`config.mk`:
```
export PLATFORM = sky130hd
export DESIGN_NAME = ini_b2b_seq
export DESIGN_NICKNAME = d
export VERILOG_FILES = /design/src/rtl/ini_pkg.sv /design/src/rtl/ini_beatcnt.sv /design/src/rtl/ini_elig.sv /design/src/rtl/ini_ctl.sv /design/src/rtl/ini_b2b_seq.sv
export SDC_FILE = /design/constraint.sdc
export NUM_CORES = 1
export LEC_CHECK = 0
export CAP_MARGIN = 15
export CORE_UTILIZATION = 40
export CTS_CLUSTER_SIZE = 16
export DETAILED_ROUTE_END_ITERATION = 16
export PLACE_DENSITY = 0.78
export SLEW_MARGIN = 20
export SYNTH_ARGS = -nofsm -noshare
export SYNTH_HDL_FRONTEND = slang
export SYNTH_SLANG_ARGS = --single-unit
```
`constraint.sdc`:
```
create_clock -name clk -period 2.2 [get_ports clk]
set_input_delay 0.66 -clock clk [delete_from_list [all_inputs] [get_ports clk]]
set_output_delay 0.66 -clock clk [all_outputs]
set_load 0.01 [all_outputs]
```
`src/rtl/ini_pkg.sv`:
```
package ini_pkg;

  typedef enum logic [2:0] {
    ST_IDLE = 3'd0,
    ST_ADDR = 3'd1,
    ST_DATA = 3'd2,
    ST_LAST = 3'd3,
    ST_TURN = 3'd4
  } ini_state_e;

  localparam logic [3:0] CBE_REST = 4'hF;
  localparam logic [3:0] CBE_ALL  = 4'h0;

endpackage

```
`src/rtl/ini_beatcnt.sv`:
```
module ini_beatcnt #(
  parameter int CNT_W = 4
) (
  input  logic             clk,
  input  logic             rst_n,
  input  logic             load,
  input  logic [CNT_W-1:0] load_val,
  input  logic             dec,
  output logic             rem_le1,
  output logic             rem_eq2
);

  localparam logic [CNT_W-1:0] ONE = CNT_W'(1);
  localparam logic [CNT_W-1:0] TWO = CNT_W'(2);

  logic [CNT_W-1:0] rem_q, rem_d;

  always_comb begin
    rem_d = rem_q;
    if (load)     rem_d = (load_val == '0) ? ONE : load_val;
    else if (dec) rem_d = rem_q - ONE;
  end

  always_ff @(posedge clk or negedge rst_n) begin
    if (!rst_n) rem_q <= ONE;
    else        rem_q <= rem_d;
  end

  assign rem_le1 = (rem_q <= ONE);
  assign rem_eq2 = (rem_q == TWO);

endmodule

```
`src/rtl/ini_elig.sv`:
```
module ini_elig #(
  parameter int ADDR_W  = 32,
  parameter int HI_BITS = 8
) (
  input  logic              cur_write,
  input  logic [ADDR_W-1:0] prev_addr,
  input  logic [ADDR_W-1:0] next_addr,
  input  logic              next_valid,
  input  logic              gnt_n,
  input  logic              same_tgt,
  input  logic              cfg_b2b_all,
  output logic              chain_ok
);

  localparam int LOW_BITS = ADDR_W - HI_BITS;

  logic [ADDR_W-1:0] diff;
  logic              addr_hit;
  logic              tgt_safe;

  assign diff     = prev_addr ^ next_addr;
  assign addr_hit = ((diff >> LOW_BITS) == '0);
  assign tgt_safe = addr_hit | same_tgt | cfg_b2b_all;
  assign chain_ok = cur_write & ~gnt_n & next_valid & tgt_safe;

endmodule

```
`src/rtl/ini_ctl.sv`:
```
module ini_ctl
  import ini_pkg::*;
#(
  parameter int ADDR_W = 32
) (
  input  logic              clk,
  input  logic              rst_n,
  input  logic              req_valid,
  input  logic [ADDR_W-1:0] req_addr,
  input  logic [3:0]        req_cmd,
  input  logic              req_write,
  input  logic              gnt_n,
  input  logic              trdy_n,
  input  logic              devsel_n,
  input  logic              chain_ok,
  input  logic              rem_le1,
  input  logic              rem_eq2,
  output logic              cnt_load,
  output logic              cnt_dec,
  output logic              cur_write,
  output logic [ADDR_W-1:0] cur_addr,
  output logic              frame_n,
  output logic              irdy_n,
  output logic [3:0]        cbe_n,
  output logic              ad_oe,
  output logic              b2b_start,
  output logic              req_pop
);

  ini_state_e state_q, state_d;
  logic       accept, chain, xfer, start_ok, wr_sel;
  logic       frame_d, irdy_d, oe_d;
  logic [3:0] cbe_d;

  assign xfer     = ~trdy_n & ~devsel_n;
  assign start_ok = req_valid & ~gnt_n;

  // next-state logic
  always_comb begin
    state_d = state_q;
    accept  = 1'b0;
    chain   = 1'b0;
    cnt_dec = 1'b0;
    case (state_q)
      ST_IDLE, ST_TURN: begin
        if (start_ok) begin
          state_d = ST_ADDR;
          accept  = 1'b1;
        end else begin
          state_d = ST_IDLE;
        end
      end
      ST_ADDR: state_d = rem_le1 ? ST_LAST : ST_DATA;
      ST_DATA: begin
        if (xfer) begin
          cnt_dec = 1'b1;
          if (rem_eq2) state_d = ST_LAST;
        end
      end
      ST_LAST: begin
        if (xfer) begin
          if (chain_ok) begin
            state_d = ST_ADDR;
            accept  = 1'b1;
            chain   = 1'b1;
          end else begin
            state_d = ST_TURN;
          end
        end
      end
      default: state_d = ST_IDLE;
    endcase
  end

  assign cnt_load = accept;
  assign wr_sel   = accept ? req_write : cur_write;

  // output decode from next state, registered below
  always_comb begin
    frame_d = 1'b1;
    irdy_d  = 1'b1;
    cbe_d   = CBE_REST;
    oe_d    = 1'b0;
    case (state_d)
      ST_ADDR: begin
        frame_d = 1'b0;
        cbe_d   = req_cmd;
        oe_d    = 1'b1;
      end
      ST_DATA: begin
        frame_d = 1'b0;
        irdy_d  = 1'b0;
        cbe_d   = CBE_ALL;
        oe_d    = wr_sel;
      end
      ST_LAST: begin
        irdy_d = 1'b0;
        cbe_d  = CBE_ALL;
        oe_d   = wr_sel;
      end
      default: ;
    endcase
  end

  always_ff @(posedge clk or negedge rst_n) begin
    if (!rst_n) begin
      state_q   <= ST_IDLE;
      frame_n   <= 1'b1;
      irdy_n    <= 1'b1;
      cbe_n     <= CBE_REST;
      ad_oe     <= 1'b0;
      b2b_start <= 1'b0;
      req_pop   <= 1'b0;
    end else begin
      state_q   <= state_d;
      frame_n   <= frame_d;
      irdy_n    <= irdy_d;
      cbe_n     <= cbe_d;
      ad_oe     <= oe_d;
      b2b_start <= chain;
      req_pop   <= accept;
    end
  end

  always_ff @(posedge clk or negedge rst_n) begin
    if (!rst_n) begin
      cur_write <= 1'b0;
      cur_addr  <= '0;
    end else if (accept) begin
      cur_write <= req_write;
      cur_addr  <= req_addr;
    end
  end

  // the address phase is always followed by a data phase
  assert_addr_one_cycle_R2: assert property (@(posedge clk) disable iff (!rst_n)
    (!frame_n && irdy_n) |=> !irdy_n);

  // the pop coincides with an address phase
  assert_pop_in_addr_R2: assert property (@(posedge clk) disable iff (!rst_n)
    req_pop |-> (!frame_n && irdy_n));

  // frame is only released with the initiator ready
  assert_frame_release_R3: assert property (@(posedge clk) disable iff (!rst_n)
    $rose(frame_n) |-> !irdy_n);

  // a completed read is followed by a released bus
  assert_read_idle_R6: assert property (@(posedge clk) disable iff (!rst_n)
    (state_q == ST_LAST && !cur_write && xfer) |=> (frame_n && irdy_n && !ad_oe));

endmodule

```
`src/rtl/ini_b2b_seq.sv`:
```
module ini_b2b_seq #(
  parameter int ADDR_W  = 32,
  parameter int HI_BITS = 8,
  parameter int CNT_W   = 4
) (
  input  logic              clk,
  input  logic              rst_n,
  input  logic              req_valid,
  input  logic [ADDR_W-1:0] req_addr,
  input  logic [3:0]        req_cmd,
  input  logic              req_write,
  input  logic [CNT_W-1:0]  req_beats,
  input  logic              gnt_n,
  input  logic              trdy_n,
  input  logic              devsel_n,
  input  logic              same_tgt,
  input  logic              cfg_b2b_all,
  output logic              frame_n,
  output logic              irdy_n,
  output logic [3:0]        cbe_n,
  output logic              ad_oe,
  output logic              b2b_start,
  output logic              req_pop
);

  logic              chain_ok, rem_le1, rem_eq2, cnt_load, cnt_dec, cur_write;
  logic [ADDR_W-1:0] cur_addr;

  ini_beatcnt #(.CNT_W(CNT_W)) u_cnt (
    .clk      (clk),
    .rst_n    (rst_n),
    .load     (cnt_load),
    .load_val (req_beats),
    .dec      (cnt_dec),
    .rem_le1  (rem_le1),
    .rem_eq2  (rem_eq2)
  );

  ini_elig #(.ADDR_W(ADDR_W), .HI_BITS(HI_BITS)) u_elig (
    .cur_write   (cur_write),
    .prev_addr   (cur_addr),
    .next_addr   (req_addr),
    .next_valid  (req_valid),
    .gnt_n       (gnt_n),
    .same_tgt    (same_tgt),
    .cfg_b2b_all (cfg_b2b_all),
    .chain_ok    (chain_ok)
  );

  ini_ctl #(.ADDR_W(ADDR_W)) u_ctl (
    .clk       (clk),
    .rst_n     (rst_n),
    .req_valid (req_valid),
    .req_addr  (req_addr),
    .req_cmd   (req_cmd),
    .req_write (req_write),
    .gnt_n     (gnt_n),
    .trdy_n    (trdy_n),
    .devsel_n  (devsel_n),
    .chain_ok  (chain_ok),
    .rem_le1   (rem_le1),
    .rem_eq2   (rem_eq2),
    .cnt_load  (cnt_load),
    .cnt_dec   (cnt_dec),
    .cur_write (cur_write),
    .cur_addr  (cur_addr),
    .frame_n   (frame_n),
    .irdy_n    (irdy_n),
    .cbe_n     (cbe_n),
    .ad_oe     (ad_oe),
    .b2b_start (b2b_start),
    .req_pop   (req_pop)
  );

  // a chained start needs the grant at the decision edge
  assert_b2b_granted_R7: assert property (@(posedge clk) disable iff (!rst_n)
    b2b_start |-> $past(!gnt_n));

  // a chained start is an address phase
  assert_b2b_is_addr_R5: assert property (@(posedge clk) disable iff (!rst_n)
    b2b_start |-> (!frame_n && irdy_n && req_pop));

endmodule

```
==> impl_metrics.env, run 1 <==
export IMPL_root_buffer="clkbuf_4"
export IMPL_die_w_um=58.1
export IMPL_finalCriticalPeriod_ps=2060
export IMPL_initial_core_util=0.416
export IMPL_synthTopCellsByArea="dfrtp_1 (36%), dfstp_2 (15%), mux2_2 (8.0%)"
export IMPL_drv_cap=0
export IMPL_cp_required_ps=2400
export IMPL_h_tree_depth=1
export IMPL_hold_depth=1
export IMPL_p_leak_nw=0.721
export IMPL_ys_ff_latch=25
export IMPL_path_class="input port to flop"
export IMPL_synth_cell_types=30
export IMPL_clock_sinks=25
export IMPL_fmax_ghz=0.486
export IMPL_dieArea_um2=3380
export IMPL_syn_avg_cell_area_um2=11.6
export IMPL_postCtsHoldBufs=0
export IMPL_setup_tns_final_ps=0
export IMPL_post_route_drc_count=0
export IMPL_p_per_area_nw_per_um2=1060
export IMPL_min_period_over_period=0.935
export IMPL_vias_per_cell=4.64
export IMPL_cts_made_buffers=3
export IMPL_num_io_pins=58
export IMPL_cp_max_fo=4
export IMPL_grt_remaining_overflow=0
export IMPL_synth_edf_count=0
export IMPL_setup_viol=0
export IMPL_dieHeight_um=58.1
export IMPL_placed_area_um2=1670
export IMPL_grt_usage=0.158
export IMPL_rows=20
export IMPL_cts_tree="done"
export IMPL_peakVddDrop_v=0.000350
export IMPL_antenna_cells=0
export IMPL_place_congestion=0.725
export IMPL_initialDrtViolationCount=30
export IMPL_yosysWarnings=0
export IMPL_syn_instance_count=109
export IMPL_relSlewSlack=0.788
export IMPL_clk_latency_ps=300
export IMPL_first_global_vias=981
export IMPL_outcome="completed"
export IMPL_coreArea_um2=3030
export IMPL_syn2layout_area_growth_pct=35.0
export IMPL_hpwlAfterDp_um=1830
export IMPL_rsz0062_at_grt="false"
export IMPL_clkTransAtPathRegs_ps=130
export IMPL_whs_ps=542
export IMPL_post_cts_buffers=0
export IMPL_synth_area_um2=1260
export IMPL_critPathArrivalTime_ps=2260
export IMPL_wl_per_cell_um=11.5
export IMPL_synth_ff_type="dfrtp_1"
export IMPL_design_area_um2=1700
export IMPL_wirelength_um=2260
export IMPL_grt_first_pass_wirelength_um=4130
export IMPL_synth_top_area_frac=0.357
export IMPL_grt_max_degree=26
export IMPL_vias=910
export IMPL_seq_area_frac_synth=0.503
export IMPL_clockBufferDepth=2
export IMPL_ant_nets=0
export IMPL_cts_resized=0
export IMPL_cp_end_kind="flop"
export IMPL_antenna_found_initial=0
export IMPL_r2r_cells=6
export IMPL_min_path_type="flop to flop"
export IMPL_yosysTopAreaCell="dfrtp_1"
export IMPL_worst_pin_slew_ps=319
export IMPL_synth_top_cells_by_count="dfrtp_1 (18), xnor2_1 (11), nor2_1 (10)"
export IMPL_hold_viol=0
export IMPL_synth_most_common_cell="dfrtp_1"
export IMPL_postSynthNetCount=161
export IMPL_dr_pass1_iters=4
export IMPL_layout_drive_gt1_share=0.237
export IMPL_skew_ps=6.65
export IMPL_finalNetCount=205
export IMPL_drv_slew=0
export IMPL_async_reset_ff_frac=1.00
export IMPL_critPathLaunchType="input port"
export IMPL_port_buffers=33
## kinds of logic (layout without fill, tap and decap cells)
kind of cell	Yosys count	in the layout	share of synthesized area
flip-flops	25	25	0.503
XOR/XNOR	11	11	0.0765
AO/OA/AOI/OAI	17	17	0.0804
buffers and inverters	10	53	0.0487
adder cells (fa/ha/maj)	3	3	0.0298
multiplexers	13	13	0.116
AND/OR/NAND/NOR	30	30	0.145
## flip-flops by register name, indices dropped and copies added (netlist names), 3 cells and up
signal,count
u_ctl.cur_addr,8
u_cnt.rem_q,4
u_ctl.cbe_n,4
u_ctl.state_q,3
## per-layer routing
metal / track usage / share of wire / vias up
met5: 0 / 0 / -
met3: 0.0268 / 0.034 / 0
li1: - / - / 452
met2: 0.296 / 0.52 / 24
met4: 0.0476 / 0 / 0
met1: 0.183 / 0.45 / 434
## metrics by stage
stage	setup slack [ps]	instances	util	power (W)
floorplan	311	109	-	0.00133
global placement	-191	192	0.553	0.00158
detailed placement	-212	192	0.553	0.00163
CTS	128	196	0.562	0.00183
global route	54.6	196	0.562	0.00194
finish	144	196	0.562	0.00180
## cell usage in the layout, fill, tap and decap left out, types with 2 or more instances in the layout
master and instances:
mux2i_1 3, nand2_1 4, xnor2_1 11, nand4_1 2, buf_4 8, o21ai_0 5
and2b_2 2, nor3_1 3, dfstp_2 7, a21oi_1 7, clkbuf_4 3, mux2_2 9
nand3_1 2, nor2_1 10, inv_1 8, clkdlybuf4s50_1 33, ha_1 3, dfrtp_1 18
## worst paths after layout
check,start,endpoint,slack (ps)
max in group asynchronous,rst_n,u_ctl.cbe_n[2]$_DFF_PN1_,1200
min in group asynchronous,rst_n,u_ctl.state_q[1]$_DFF_PN0_,690
worst max register to register,u_ctl.state_q[0]$_DFF_PN0_,u_ctl.cur_addr[30]$_DFFE_PN0N_,400
worst min register to register,u_ctl.cur_addr[28]$_DFFE_PN0N_,u_ctl.cur_addr[28]$_DFFE_PN0N_,540
worst min-delay path,u_ctl.cur_addr[28]$_DFFE_PN0N_,u_ctl.cur_addr[28]$_DFFE_PN0N_,540
worst max-delay path,req_addr[31],u_ctl.cur_addr[30]$_DFFE_PN0N_,140
## critical path, stage by stage
cell and delay, ps:
clkdlybuf4s50_1 490, xnor2_1 140, nand4_1 150, o21ai_1 140
o21a_1 200, buf_4 160, mux2_2 330
## where the power goes
group	internal (W)	total (W)	switching, W
Clock	0.0000706	0.000196	0.000125
Sequential	0.000696	0.000836	0.000139
Combinational	0.000456	0.000773	0.000317
## final cells by class
type                       count  area, um^2
fill                         267        1330
timing repair buffer          41         390
multi-input combinational     74         564
sequential                    25         634
tap                           44        55.1
clock buffer                   4        26.3
inverter                       8        30.0
(Power assumes the default switching activity.)
==> run 2, diff against run 1 <==
Settings changed: CELL_PAD_IN_SITES_DETAIL_PLACEMENT set to 1, CELL_PAD_IN_SITES_GLOBAL_PLACEMENT set to 1, CORE_UTILIZATION 40 to 30.
==> run 2 against run 1 <==
  * First-iteration DRC count shrank 3.3%
  * Wire length grew 26%
  * Sequential share of layout area shrank 1.3 points
  * Final cell count grew 4.6%
  * Clock power grew 37%
  * Non-clock buffer count grew 3
  * Worst hold slack lost 7.1 ps
  * Critical path type unchanged
  * Critical endpoint is now u_ctl.cur_addr[24]$_DFFE_PN0N_
  * Highest routed layer unchanged
==> impl_metrics.env, run 2 (synthesis gave the netlist of run 1 again) <==
export IMPL_outcome="completed"
export IMPL_grt_first_pass_wirelength_um=4770
export IMPL_p_per_area_nw_per_um2=1100
export IMPL_cts_made_buffers=3
export IMPL_dieHeight_um=66.8
export IMPL_ant_nets=0
export IMPL_cts_tree="done"
export IMPL_min_period_over_period=0.973
export IMPL_dr_pass1_iters=4
export IMPL_top_register="u_ctl.cur_addr"
export IMPL_drv_slew=0
export IMPL_antenna_found_initial=0
export IMPL_grt_max_degree=26
export IMPL_coreArea_um2=4030
export IMPL_layout_drive_gt1_share=0.258
export IMPL_p_leak_nw=0.759
export IMPL_port_buffers=33
export IMPL_initialDrtViolationCount=29
export IMPL_clkTransAtPathRegs_ps=80
export IMPL_rsz0062_at_grt="true"
export IMPL_wirelength_um=2850
export IMPL_finalCriticalPeriod_ps=2140
export IMPL_finalNetCount=208
export IMPL_dieArea_um2=4460
export IMPL_layout_commonest_cell="clkdlybuf4s50_1"
export IMPL_fmax_ghz=0.467
export IMPL_crit_slowest_cell="clkdlybuf4s50_1"
export IMPL_clk_latency_ps=270
export IMPL_vias=958
export IMPL_fillers=458
export IMPL_combPwrFrac=0.424
export IMPL_place_congestion=0.809
export IMPL_critPathLaunchType="input port"
export IMPL_first_global_vias=1024
export IMPL_cp_required_ps=2350
export IMPL_path_class="input port to flop"
export IMPL_wl_per_cell_um=13.9
export IMPL_ff_latch_area_um2=634
export IMPL_antenna_cells=0
export IMPL_final_cell_mix="clkdlybuf4s50_1 (32), dfrtp_1 (18), xnor2_1 (10), nor2_1 (10), buf_4 (10)"
export IMPL_setup_tns_final_ps=0
export IMPL_p_sw_w=0.000629
export IMPL_cp_end_kind="flop"
export IMPL_hpwlAfterDp_um=2240
export IMPL_largest_register_ff_count=8
export IMPL_worst_pin_slew_ps=333
export IMPL_critPathArrivalTime_ps=2290
export IMPL_multi_input_area_um2=572
export IMPL_rows=23
export IMPL_path_cells="clkdlybuf4s50_1 > nor4b_4 > nor3_1 > o21ai_1 > o21a_1 > buf_4 > mux2_2"
export IMPL_reg_top3="u_ctl.cur_addr x8, u_cnt.rem_q x4, u_ctl.cbe_n x4"
export IMPL_pwr_share_seq=0.437
export IMPL_postCtsHoldBufs=0
export IMPL_min_path_type="flop to flop"
export IMPL_h_tree_depth=1
export IMPL_grt_remaining_overflow=0
export IMPL_final_util=0.438
export IMPL_hold_viol=0
export IMPL_clockBufferDepth=2
export IMPL_vias_per_cell=4.67
export IMPL_initial_core_util=0.313
export IMPL_clkPwrFrac=0.139
export IMPL_die_w_um=66.8
export IMPL_cellInternalPower_w=0.00130
export IMPL_relSlewSlack=0.778
export IMPL_root_buffer="clkbuf_8"
export IMPL_drv_cap=0
export IMPL_peakVddDrop_v=0.000605
export IMPL_setup_viol=0
export IMPL_post_route_drc_count=0
export IMPL_num_io_pins=58
export IMPL_clock_sinks=25
export IMPL_critical_path_max_stage_delay_ps=460
export IMPL_p_sw_frac=0.325
export IMPL_fin_cells=205
export IMPL_dp_cells=200
export IMPL_cp_max_fo=5
export IMPL_skew_ps=3.97
export IMPL_syn2layout_area_growth_pct=39.9
export IMPL_grt_usage=0.144
## run 2: cell types whose count changed in the layout (fill, tap and decap cells not counted)
| cell | before | now |
|---|---|---|
| clkbuf_4 | 3 | 0 |
| clkbuf_8 | 0 | 3 |
| buf_4 | 8 | 10 |
| buf_6 | 0 | 1 |
| clkdlybuf4s50_1 | 33 | 32 |
| dlymetal6s2s_1 | 0 | 1 |
| xnor2_1 | 11 | 10 |
| xnor2_2 | 0 | 1 |
## run 2: power by group through the flow
stage,Combinational [W],Sequential [W],Clock [W]
CTS,0.000817,0.000847,0.000284
global placement,0.000769,0.000835,0
detailed placement,0.000809,0.000857,0
finish,0.000820,0.000844,0.000269
global route,0.000918,0.000874,0.000304
floorplan,0.000477,0.000851,0
## run 2: area by class of cell
type / count / share of cell area
flip-flops and latches: 25 / 0.360
repair buffers: 44 / 0.238
multi-input cells: 74 / 0.324
clock buffers: 4 / 0.0256
well taps: 50 / 0.0355
inverters: 8 / 0.0170
## run 2: per-stage QoR
step	setup slack (ps)	power, W	cell area, um^2	hold slack [ps]
after detailed placement	-241	0.00167	1700	521
after global routing	-7.50	0.00210	1760	566
after global placement	-171	0.00160	1700	500
after floorplan	311	0.00133	1260	364
after CTS	39.7	0.00195	1740	542
final	58.5	0.00193	1760	535
## run 2: worst max-delay path, delay by kind of cell
kind	cells	cell delay, ps
buffers and inverters	2	620
AOI/OAI and AO/OA	2	280
muxes	1	330
and+or+nand+nor	2	400
## run 2: what timing repair did
item                       CTS  global route
resized for setup            0             3
buffers inserted             0             1
setup endpoints to repair    0             6
## run 2: routing by layer
metal,vias up,share of wire,track usage
met2,23,0.53,0.264
met5,-,0,0
met3,0,0.053,0.0394
met4,0,0,0.00798
li1,460,-,-
met1,475,0.42,0.173
## run 2: worst paths after layout
kind | end | depth (start not counted) | startpoint | slack (ps)
setup / recovery | u_ctl.cur_addr[24]$_DFFE_PN0N_ | 7 | gnt_n | 60
hold / removal | u_ctl.cur_addr[31]$_DFFE_PN0N_ | 1 | u_ctl.cur_addr[31]$_DFFE_PN0N_ | 530
setup reg to reg | u_ctl.cur_addr[24]$_DFFE_PN0N_ | 6 | u_ctl.state_q[0]$_DFF_PN0_ | 390
hold reg to reg | u_ctl.cur_addr[31]$_DFFE_PN0N_ | 1 | u_ctl.cur_addr[31]$_DFFE_PN0N_ | 530
max in group asynchronous | u_cnt.rem_q[0]$_DFFE_PN1P_ | 2 | rst_n | 1140
min in group asynchronous | u_ctl.b2b_start$_DFF_PN0_ | 2 | rst_n | 750
